<file path="config.mk">
export PLATFORM = sky130hd
export DESIGN_NAME = nco_time_counter
export DESIGN_NICKNAME = d
export VERILOG_FILES = /design/src/rtl/nco_time_pkg.sv /design/src/rtl/nco_time_datapath.sv /design/src/rtl/nco_time_ctrl.sv /design/src/rtl/nco_time_counter.sv
export SDC_FILE = /design/constraint.sdc
export NUM_CORES = 1
export LEC_CHECK = 0
export ABC_CLOCK_PERIOD_IN_PS = 3350
export BUFFER_PORTS_ARGS = -buffer_cell sky130_fd_sc_hd__buf_2
export CAP_MARGIN = 5
export CORE_MARGIN = 1.5
export CORE_UTILIZATION = 35
export DETAILED_ROUTE_END_ITERATION = 8
export MAX_ROUTING_LAYER = met4
export SLEW_MARGIN = 20
export SYNTH_ARGS = -nofsm -noshare
export SYNTH_HDL_FRONTEND = slang
export SYNTH_HIERARCHICAL = 1
export SYNTH_SLANG_ARGS = --single-unit
</file>
<file path="constraint.sdc">
create_clock -name clk -period 3.35 [get_ports clk]
set_input_delay 0.1675 -clock clk [delete_from_list [all_inputs] [get_ports clk]]
set_output_delay 0.1675 -clock clk [all_outputs]
set_load 0.02 [all_outputs]
</file>
<file path="src/rtl/nco_time_pkg.sv">
package nco_time_pkg;

  localparam int BUS_W     = 32;
  localparam int LOW_W     = 4;
  localparam int MID_W     = 32;
  localparam int UP_LANE   = 8;   // write lane of the top byte starts at bit 8

  // word index of each register (byte offset >> 2)
  localparam logic [1:0] SEL_LOW = 2'd0;
  localparam logic [1:0] SEL_MID = 2'd1;
  localparam logic [1:0] SEL_UP  = 2'd2;
  localparam logic [1:0] SEL_INC = 2'd3;

  typedef struct packed {
    logic             wrLow;
    logic             wrMid;
    logic             wrUpper;
    logic             wrInc;
    logic [BUS_W-1:0] data;
  } ncoStrobe_t;

endpackage

</file>
<file path="src/rtl/nco_time_datapath.sv">
module nco_time_datapath
  import nco_time_pkg::*;
#(
  parameter int               NS_W      = 44,
  parameter int               FRAC_W    = 28,
  parameter logic [BUS_W-1:0] INC_RESET = 32'h8000_0000
) (
  input  logic             clk,
  input  logic             rstN,
  input  ncoStrobe_t       strobe,
  output logic [NS_W-1:0]  nsTime,
  output logic [BUS_W-1:0] incValue
);

  localparam int ACC_W   = NS_W + FRAC_W;
  localparam int UP_W    = NS_W - LOW_W - MID_W;
  localparam int LOW_LSB = FRAC_W;
  localparam int MID_LSB = FRAC_W + LOW_W;
  localparam int UP_LSB  = MID_LSB + MID_W;

  logic [ACC_W-1:0] acc;
  logic [ACC_W-1:0] accNext;
  logic [BUS_W-1:0] incReg;
  logic             timeWr;

  assign timeWr = strobe.wrLow | strobe.wrMid | strobe.wrUpper;

  always_comb begin
    if (timeWr) begin
      accNext = acc;
      if (strobe.wrLow) begin
        accNext[MID_LSB-1:LOW_LSB] = strobe.data[LOW_W-1:0];
        accNext[FRAC_W-1:0]        = '0;
      end
      if (strobe.wrMid)
        accNext[UP_LSB-1:MID_LSB] = strobe.data[MID_W-1:0];
      if (strobe.wrUpper)
        accNext[ACC_W-1:UP_LSB] = strobe.data[UP_LANE+UP_W-1:UP_LANE];
    end else begin
      accNext = acc + {{(ACC_W-BUS_W){1'b0}}, incReg};
    end
  end

  always_ff @(posedge clk or negedge rstN) begin
    if (!rstN) begin
      acc    <= '0;
      incReg <= INC_RESET;
    end else begin
      acc <= accNext;
      if (strobe.wrInc) incReg <= strobe.data;
    end
  end

  assign nsTime   = acc[ACC_W-1:FRAC_W];
  assign incValue = incReg;

  // zero increment freezes time
  assert_freeze_R2: assert property (@(posedge clk) disable iff (!rstN)
    (incReg == '0 && !timeWr) |=> $stable(nsTime));

  // whole-nanosecond increment steps time exactly, modulo 2^NS_W
  assert_int_step_R4: assert property (@(posedge clk) disable iff (!rstN)
    (!timeWr && incReg[FRAC_W-1:0] == '0) |=>
      nsTime == $past(nsTime) + NS_W'($past(incReg) >> FRAC_W));

  // top field is loaded from the upper write lane
  assert_upper_lane_R3: assert property (@(posedge clk) disable iff (!rstN)
    strobe.wrUpper |=> nsTime[NS_W-1:UP_LSB-FRAC_W] == $past(strobe.data[UP_LANE+UP_W-1:UP_LANE]));

  // low write clears the fraction
  assert_low_clears_frac_R7: assert property (@(posedge clk) disable iff (!rstN)
    strobe.wrLow |=> acc[FRAC_W-1:0] == '0);

  // a middle write lands unchanged, no accumulate on top
  assert_write_wins_R9: assert property (@(posedge clk) disable iff (!rstN)
    strobe.wrMid |=> nsTime[UP_LSB-FRAC_W-1:MID_LSB-FRAC_W] == $past(strobe.data[MID_W-1:0]));

endmodule

</file>
<file path="src/rtl/nco_time_ctrl.sv">
module nco_time_ctrl
  import nco_time_pkg::*;
#(
  parameter int NS_W   = 44,
  parameter int ADDR_W = 4
) (
  input  logic              clk,
  input  logic              rstN,
  input  logic              busWrEn,
  input  logic              busRdEn,
  input  logic [ADDR_W-1:0] busAddr,
  input  logic [BUS_W-1:0]  busWrData,
  input  logic [NS_W-1:0]   nsTime,
  input  logic [BUS_W-1:0]  incValue,
  output ncoStrobe_t        strobe,
  output logic [BUS_W-1:0]  busRdData,
  output logic              busRdValid
);

  localparam int UP_W    = NS_W - LOW_W - MID_W;
  localparam int SEL_LSB = 2;

  logic [1:0]       wordSel;
  logic             unusedAddrBits;
  logic [MID_W-1:0] shadowMid;
  logic [LOW_W-1:0] shadowLow;
  logic             shadowHeld;
  logic [BUS_W-1:0] rdNext;
  logic             rdUpper;
  logic             rdMid;

  assign wordSel        = busAddr[SEL_LSB+1:SEL_LSB];
  assign unusedAddrBits = ^busAddr[SEL_LSB-1:0];
  assign rdUpper        = busRdEn && (wordSel == SEL_UP);
  assign rdMid          = busRdEn && (wordSel == SEL_MID);

  always_comb begin
    strobe.wrLow   = busWrEn && (wordSel == SEL_LOW);
    strobe.wrMid   = busWrEn && (wordSel == SEL_MID);
    strobe.wrUpper = busWrEn && (wordSel == SEL_UP);
    strobe.wrInc   = busWrEn && (wordSel == SEL_INC);
    strobe.data    = busWrData;
  end

  always_comb begin
    unique case (wordSel)
      SEL_LOW: rdNext = {{(BUS_W-LOW_W){1'b0}},
                         shadowHeld ? shadowLow : nsTime[LOW_W-1:0]};
      SEL_MID: rdNext = shadowHeld ? shadowMid : nsTime[LOW_W+MID_W-1:LOW_W];
      SEL_UP:  rdNext = {{(BUS_W-UP_W){1'b0}}, nsTime[NS_W-1:LOW_W+MID_W]};
      default: rdNext = incValue;
    endcase
  end

  always_ff @(posedge clk or negedge rstN) begin
    if (!rstN) begin
      busRdData  <= '0;
      busRdValid <= 1'b0;
      shadowMid  <= '0;
      shadowLow  <= '0;
      shadowHeld <= 1'b0;
    end else begin
      busRdValid <= busRdEn;
      if (busRdEn) busRdData <= rdNext;
      if (rdUpper) begin
        shadowMid  <= nsTime[LOW_W+MID_W-1:LOW_W];
        shadowLow  <= nsTime[LOW_W-1:0];
        shadowHeld <= 1'b1;
      end else if (rdMid) begin
        shadowHeld <= 1'b0;
      end
    end
  end

  // one response per request, one cycle later
  assert_rd_latency_R11: assert property (@(posedge clk) disable iff (!rstN)
    busRdEn |=> busRdValid);
  assert_no_spurious_rd_R11: assert property (@(posedge clk) disable iff (!rstN)
    !busRdEn |=> !busRdValid);

  // top-byte read followed directly by a middle read returns the earlier time
  assert_coherent_pair_R8: assert property (@(posedge clk) disable iff (!rstN)
    rdUpper ##1 rdMid |=> busRdData == $past(nsTime[LOW_W+MID_W-1:LOW_W], 2));

endmodule

</file>
<file path="src/rtl/nco_time_counter.sv">
module nco_time_counter
  import nco_time_pkg::*;
#(
  parameter int               NS_W      = 44,
  parameter int               FRAC_W    = 28,
  parameter int               ADDR_W    = 4,
  parameter logic [31:0]      INC_RESET = 32'h8000_0000
) (
  input  logic              clk,
  input  logic              rstN,
  input  logic              busWrEn,
  input  logic              busRdEn,
  input  logic [ADDR_W-1:0] busAddr,
  input  logic [31:0]       busWrData,
  output logic [31:0]       busRdData,
  output logic              busRdValid
);

  ncoStrobe_t       strobe;
  logic [NS_W-1:0]  nsTime;
  logic [BUS_W-1:0] incValue;

  nco_time_ctrl #(.NS_W(NS_W), .ADDR_W(ADDR_W)) u_ctrl (
    .clk        (clk),
    .rstN       (rstN),
    .busWrEn    (busWrEn),
    .busRdEn    (busRdEn),
    .busAddr    (busAddr),
    .busWrData  (busWrData),
    .nsTime     (nsTime),
    .incValue   (incValue),
    .strobe     (strobe),
    .busRdData  (busRdData),
    .busRdValid (busRdValid)
  );

  nco_time_datapath #(.NS_W(NS_W), .FRAC_W(FRAC_W), .INC_RESET(INC_RESET)) u_dp (
    .clk      (clk),
    .rstN     (rstN),
    .strobe   (strobe),
    .nsTime   (nsTime),
    .incValue (incValue)
  );

endmodule

</file>
Word-level counts from Yosys, hierarchy flattened
Cells that the tools add are included.

word-level totals
  output and inout port bits = 33
  register bits = 174
  input bits = 40

operators by class
  multiplexer cells = 9
  bitwise gates (word level) = 2
  reduce and logical (&&, ||, !) cells = 8
  eq/ne operators = 6
  add/sub/neg operators = 1

operators by type and width
  operator                                                                  count
  32-bit two-way mux                                                        3
  32-bit case mux with 3 select lines                                       1
  72-bit by 32-bit adder with 72-bit output                                 1
  72-bit two-way mux                                                        1
  8-bit two-way mux                                                         1
  1-bit logical AND                                                         6
  2-bit by 1-bit inequality test with 1-bit output (second input constant)  3
  2-bit equality test (second input constant)                               2
  4-bit two-way mux                                                         1
  2-bit by 1-bit equality test with 1-bit output (second input constant)    1
  2-bit zero test                                                           1
  1-bit two-way mux                                                         2
  1-bit OR                                                                  2
  2-bit nonzero test                                                        1

Depth between registers and ports, before layout
  word-level depth = 5
  depth in mapped cells = 12
  depth with buffers taken out = 11

Modules after synthesis
Netlist, hierarchy kept.

modules (own cells, without submodules)
  module             area each (um^2)  cells each  seq. area each (um^2)  instances
  nco_time_datapath  7114.3            787         2603.7                 1
  nco_time_ctrl      3847.4            292         1751.7                 1

Worst setup path before layout
OpenSTA, ideal clock, no wires.

  path type = reg2reg
  from = register u_dp.incReg[12], in the netlist u_dp/incValue[12]
  to = register u_dp.acc[37]
  library setup time = 126 ps
  required time = 3224 ps
  arrival time = 2690 ps
  path slack = 534 ps
  period minus slack after synthesis = 2816 ps
  cell stages (with the launch flop) = 10
  cells stage by stage = dfrtp_1 > ha_1 > clkbuf_2 > nand4_1 > a2111oi_4 > o21ai_2 > a2111oi_4 > o21ai_2 > or4b_1 > mux2i_1

on the way
  longest elaborated chain between the ends = 2

ends and longest elaborated chain
  what                                       RTL line                 text
  start: declaration                         nco_time_datapath.sv:23  logic [BUS_W-1:0] incReg;
  start signal: assignment                   nco_time_datapath.sv:50  if (strobe.wrInc) incReg <= strobe.data;
  72-bit by 32-bit adder with 72-bit output  nco_time_datapath.sv:40  accNext = acc + {{(ACC_W-BUS_W){1'b0}}, incReg};
  72-bit two-way mux                         nco_time_datapath.sv:29  if (timeWr) begin
  end signal: assignment                     nco_time_datapath.sv:49  acc <= accNext;
  end: declaration                           nco_time_datapath.sv:21  logic [ACC_W-1:0] acc;

No other way between the ends.
A chain may end at the register's enable or synchronous reset.

Final worst setup path
  from = register u_dp.incReg[0], in the netlist u_dp/incValue[0]
  to = register u_dp.acc[50]

The elaborated chain is that of the path after synthesis.

==> metrics.md <==
| Metric | Value |
|---|---|
| Antenna violations before repair | 1 |
| Count of vias placed by the detailed router | 8222 |
| F_max | 0.3186 GHz |
| M2 GR Usage | 0.2986 |
| Final setup TNS | 0 ps |
| Area used by multi-input combinational logic | 5612 sq um |
| Pwr Total | 9178 uW |
| Die outline height | 180.0 um |
| Setup crit start kind | flop |
| Pleak | 0.005089 uW |
| Num ports | 73 |
| Met1 global-route usage | 0.2591 |
| Global-route wire length before repair | 47.60 mm |
| Starting DRT DRC Count | 522 |
| Fill cell total of the finished layout | 2987 |
| Most numerous cell in the Yosys netlist | dfrtp_1 |
| Simple logic cell fraction of the synthesized area | 0.1375 |
| Routed wire length | 29.70 mm |
| Global Route Usage Sum | 0.1929 |
| Estimated wirelength of the detail-placed design | 21.73 mm |
| Clock latency of the later-clocked register in the worst-skew pair | 450 ps |
| DRC violation count after routing | 0 |
| Minimum clock period | 3139 ps |
| Pwr dens | 766.5 nW/um^2 |
| Number of iterations in the first detailed-routing pass | 6 |
| Number of synthesized flops with an enable pin | 0 |
| Buffer cell driving the clock tree root | clkbuf_16 |
| Post-synthesis area per instance | 10.16 sq um |
| Number of max-slew violations in the final report | 0 |
| Parity-gate share of the synthesized area counting xor and xnor cells | 0.03915 |
| Gate Count Post-Synth | 1079 |
| Placer's final routability congestion estimate | 0.9562 |
| Share of final-layout standard cells stronger than drive strength 1 | 0.2365 |
| Critical Path RT | 3670 ps |
| # rows | 64 |
| Critical path peak fanout | 5 |
| Maximum Capacitance Violations | 0 |
| Share of synthesized cell area in full adder, half adder and majority cells | 0.03835 |
| Crit. End Element | flop |
| YS warnings | 6 |
| Worst hold path type | in -> reg |
| Asr flop ratio synth | 1.000 |
| Cell area after synthesis | 10960 sq um |
| Synthesized Nets | 1152 |
| Total global routing overflow | 0 |
| Clock sink total | 174 |
| Main combinational cell family by area after synthesis | compound AO/OA/AOI/OAI gates |
| Sequential cell area | 4355 sq um |
| GRT met3 Usage | 0.03059 |
| Count of distinct cell types in the synthesized netlist | 66 |
| Clock-pin slew of the registers on the worst-case setup and hold paths | 70 ps |
| Post-Route Skew | 13.64 ps |
| Most crowded layer after global routing | met2 |
| Pin slew with the least headroom to its limit | 1040 ps |
| Number of nets in the layout | 1168 |
| Share of synthesized area occupied by flip-flops and latches | 0.3973 |
| Outcome | complete, no violations |
| Setup repair after global routing missed its margin | false |
| Endpoint arrival time on the critical path | 3460 ps |
| Starting density of the core | 0.3574 |
| Final setup violation count | 0 |
| VDD IR max | 0.0003085 V |
| Relative max-transition margin | 0.3025 |
| Htree depth | 4 |
| Mux cell area share after synthesis | 0.1480 |
| Count of antenna-violating nets left after detailed routing | 0 |
| Area share of the leading cell type in the synthesized netlist | 0.3949 |
| Dominant cells by area after synthesis | dfrtp_1 39%, mux2_2 7.5%, buf_4 5.3%, mux2_4 4.4%, ha_1 3.7% |
| Area of the core | 30670 sq um |
| WL per Instance | 19.73 um |
| Worst-case clock buffer depth | 2 |
| Compound-Gate Fraction of Synth Area | 0.1483 |
| Area added between synthesis and finish | 9.234% |
| Final hold violation count | 0 |
| List of most frequent post-synthesis cells | 173 x dfrtp_1, 83 x nand2_1, 78 x buf_4 |
| Post-synthesis sequential element count | 174 |
| Maximum number of pins on one net before global-route repair | 99 |
| Die Outline Area | 32390 sq um |
| Dominant synthesized flop cell | dfrtp_1 |
| Routed via count divided by cell count | 5.463 |
| Num CTS Buffers | 17 |
| Number of global-route vias before repair | 8172 |
| Number of input and output port buffers inserted | 70 |
| Worst setup path category | reg -> reg |
| Cell type contributing the most total cell area after synthesis | dfrtp_1 |
| Fraction of the cycle the final worst path needs | 0.9369 |
| Width of the die | 180.0 um |
| TritonCTS clock tree | yes |
==> path summary, 6_finish.rpt <==
kind | depth (start not counted) | endpoint | slack (ps) | from
worst max-delay path | 12 | u_dp/acc[50] | 210 | u_dp/incValue[0]
worst min-delay path | 2 | u_dp/incValue[6] | 10 | busWrData[6]
worst max register to register | 12 | u_dp/acc[50] | 210 | u_dp/incValue[0]
worst min register to register | 1 | u_ctrl/busRdData[20] | 480 | u_ctrl/busRdData[20]
max in group asynchronous | 3 | u_dp/incValue[27] | 2050 | rstN
min in group asynchronous | 2 | u_dp/acc[37] | 420 | rstN
==> cells in the final DEF, fill, tap and decap left out, types with 19 or more instances in the layout <==
cell type / n
nor3_1: 19
nand3b_1: 28
mux2_2: 73
mux2i_1: 32
a21oi_1: 48
nand3_1: 19
xnor2_1: 23
nand2_1: 83
ha_1: 32
nand4_1: 23
o2bb2ai_1: 26
buf_2: 69
mux2_4: 32
o21ai_0: 75
xor2_1: 26
nor2_1: 55
buf_4: 37
dfrtp_1: 173
inv_1: 19
dlygate4sd3_1: 20
==> logic make-up after synthesis <==
logic type,count (synthesis)
xor+xnor,49
buf+inv,152
compound gates,242
flops,174
simple gates,292
fa+ha+maj,33
mux,137
==> routing by layer <==
layer | vias up | part of all wire | wire, um
met5 | - | 0 | 0
met2 | 209 | 0.46 | 13790
met3 | 42 | 0.040 | 1193
li1 | 3882 | - | -
met1 | 4089 | 0.47 | 14060
met4 | 0 | 0.022 | 660
==> worst max-delay path, cell delays in order (launching register included) <==
cell	delay [ps]
dfrtp_1	440
ha_1	200
inv_1	60
fa_1	390
nor2b_1	170
o311a_1	210
o41ai_2	100
a211oi_1	380
o21ai_2	150
or3_1	460
buf_4	190
nor3_1	180
nor3_1	70
==> what timing repair did <==
action,CTS,global route
hold buffers,18,2
endpoints found under the hold margin,121,2
resized for setup,0,1
buffers inserted,0,0
setup endpoints to repair,0,1
==> cell type report <==
type                       instances  share of cell area
inverter                          21            0.006792
tap                              396             0.04138
timing repair buffer             128             0.07137
clock buffer                      18             0.03668
antenna                            1           0.0002090
sequential                       174              0.3637
multi-input combinational        753              0.4687
clock inverter                    14             0.01118
==> per-stage QoR <==
step	instances	cell area, sq um	worst slack, ps	hold slack [ps]	utilization
2_1_floorplan	1079	10960	534.2	-128.1	-
3_3_place_gp	1452	11190	292.1	349.0	0.3649
3_5_place_dp	1452	11190	178.3	349.1	0.3649
4_1_cts	1502	11950	153.1	0.5010	0.3895
5_1_grt	1505	11970	15.78	11.73	0.3904
6_report	1505	11970	211.4	14.11	0.3904
==> where the power goes <==
part,internal [uW],switching [uW],total [uW]
combinational,1770,2190,3970
clock,1060,924,1980
sequential,2700,532,3230
==> flip-flops by register name (all words and copies together), names as in the netlist <==
signal	count
u_ctrl/busRdData	32
u_ctrl/busRdValid	1
u_ctrl/shadowHeld	1
u_ctrl/shadowLow	4
u_ctrl/shadowMid	32
u_dp/acc	72
u_dp/incValue	32
Power figures use the tool's default switching activity.
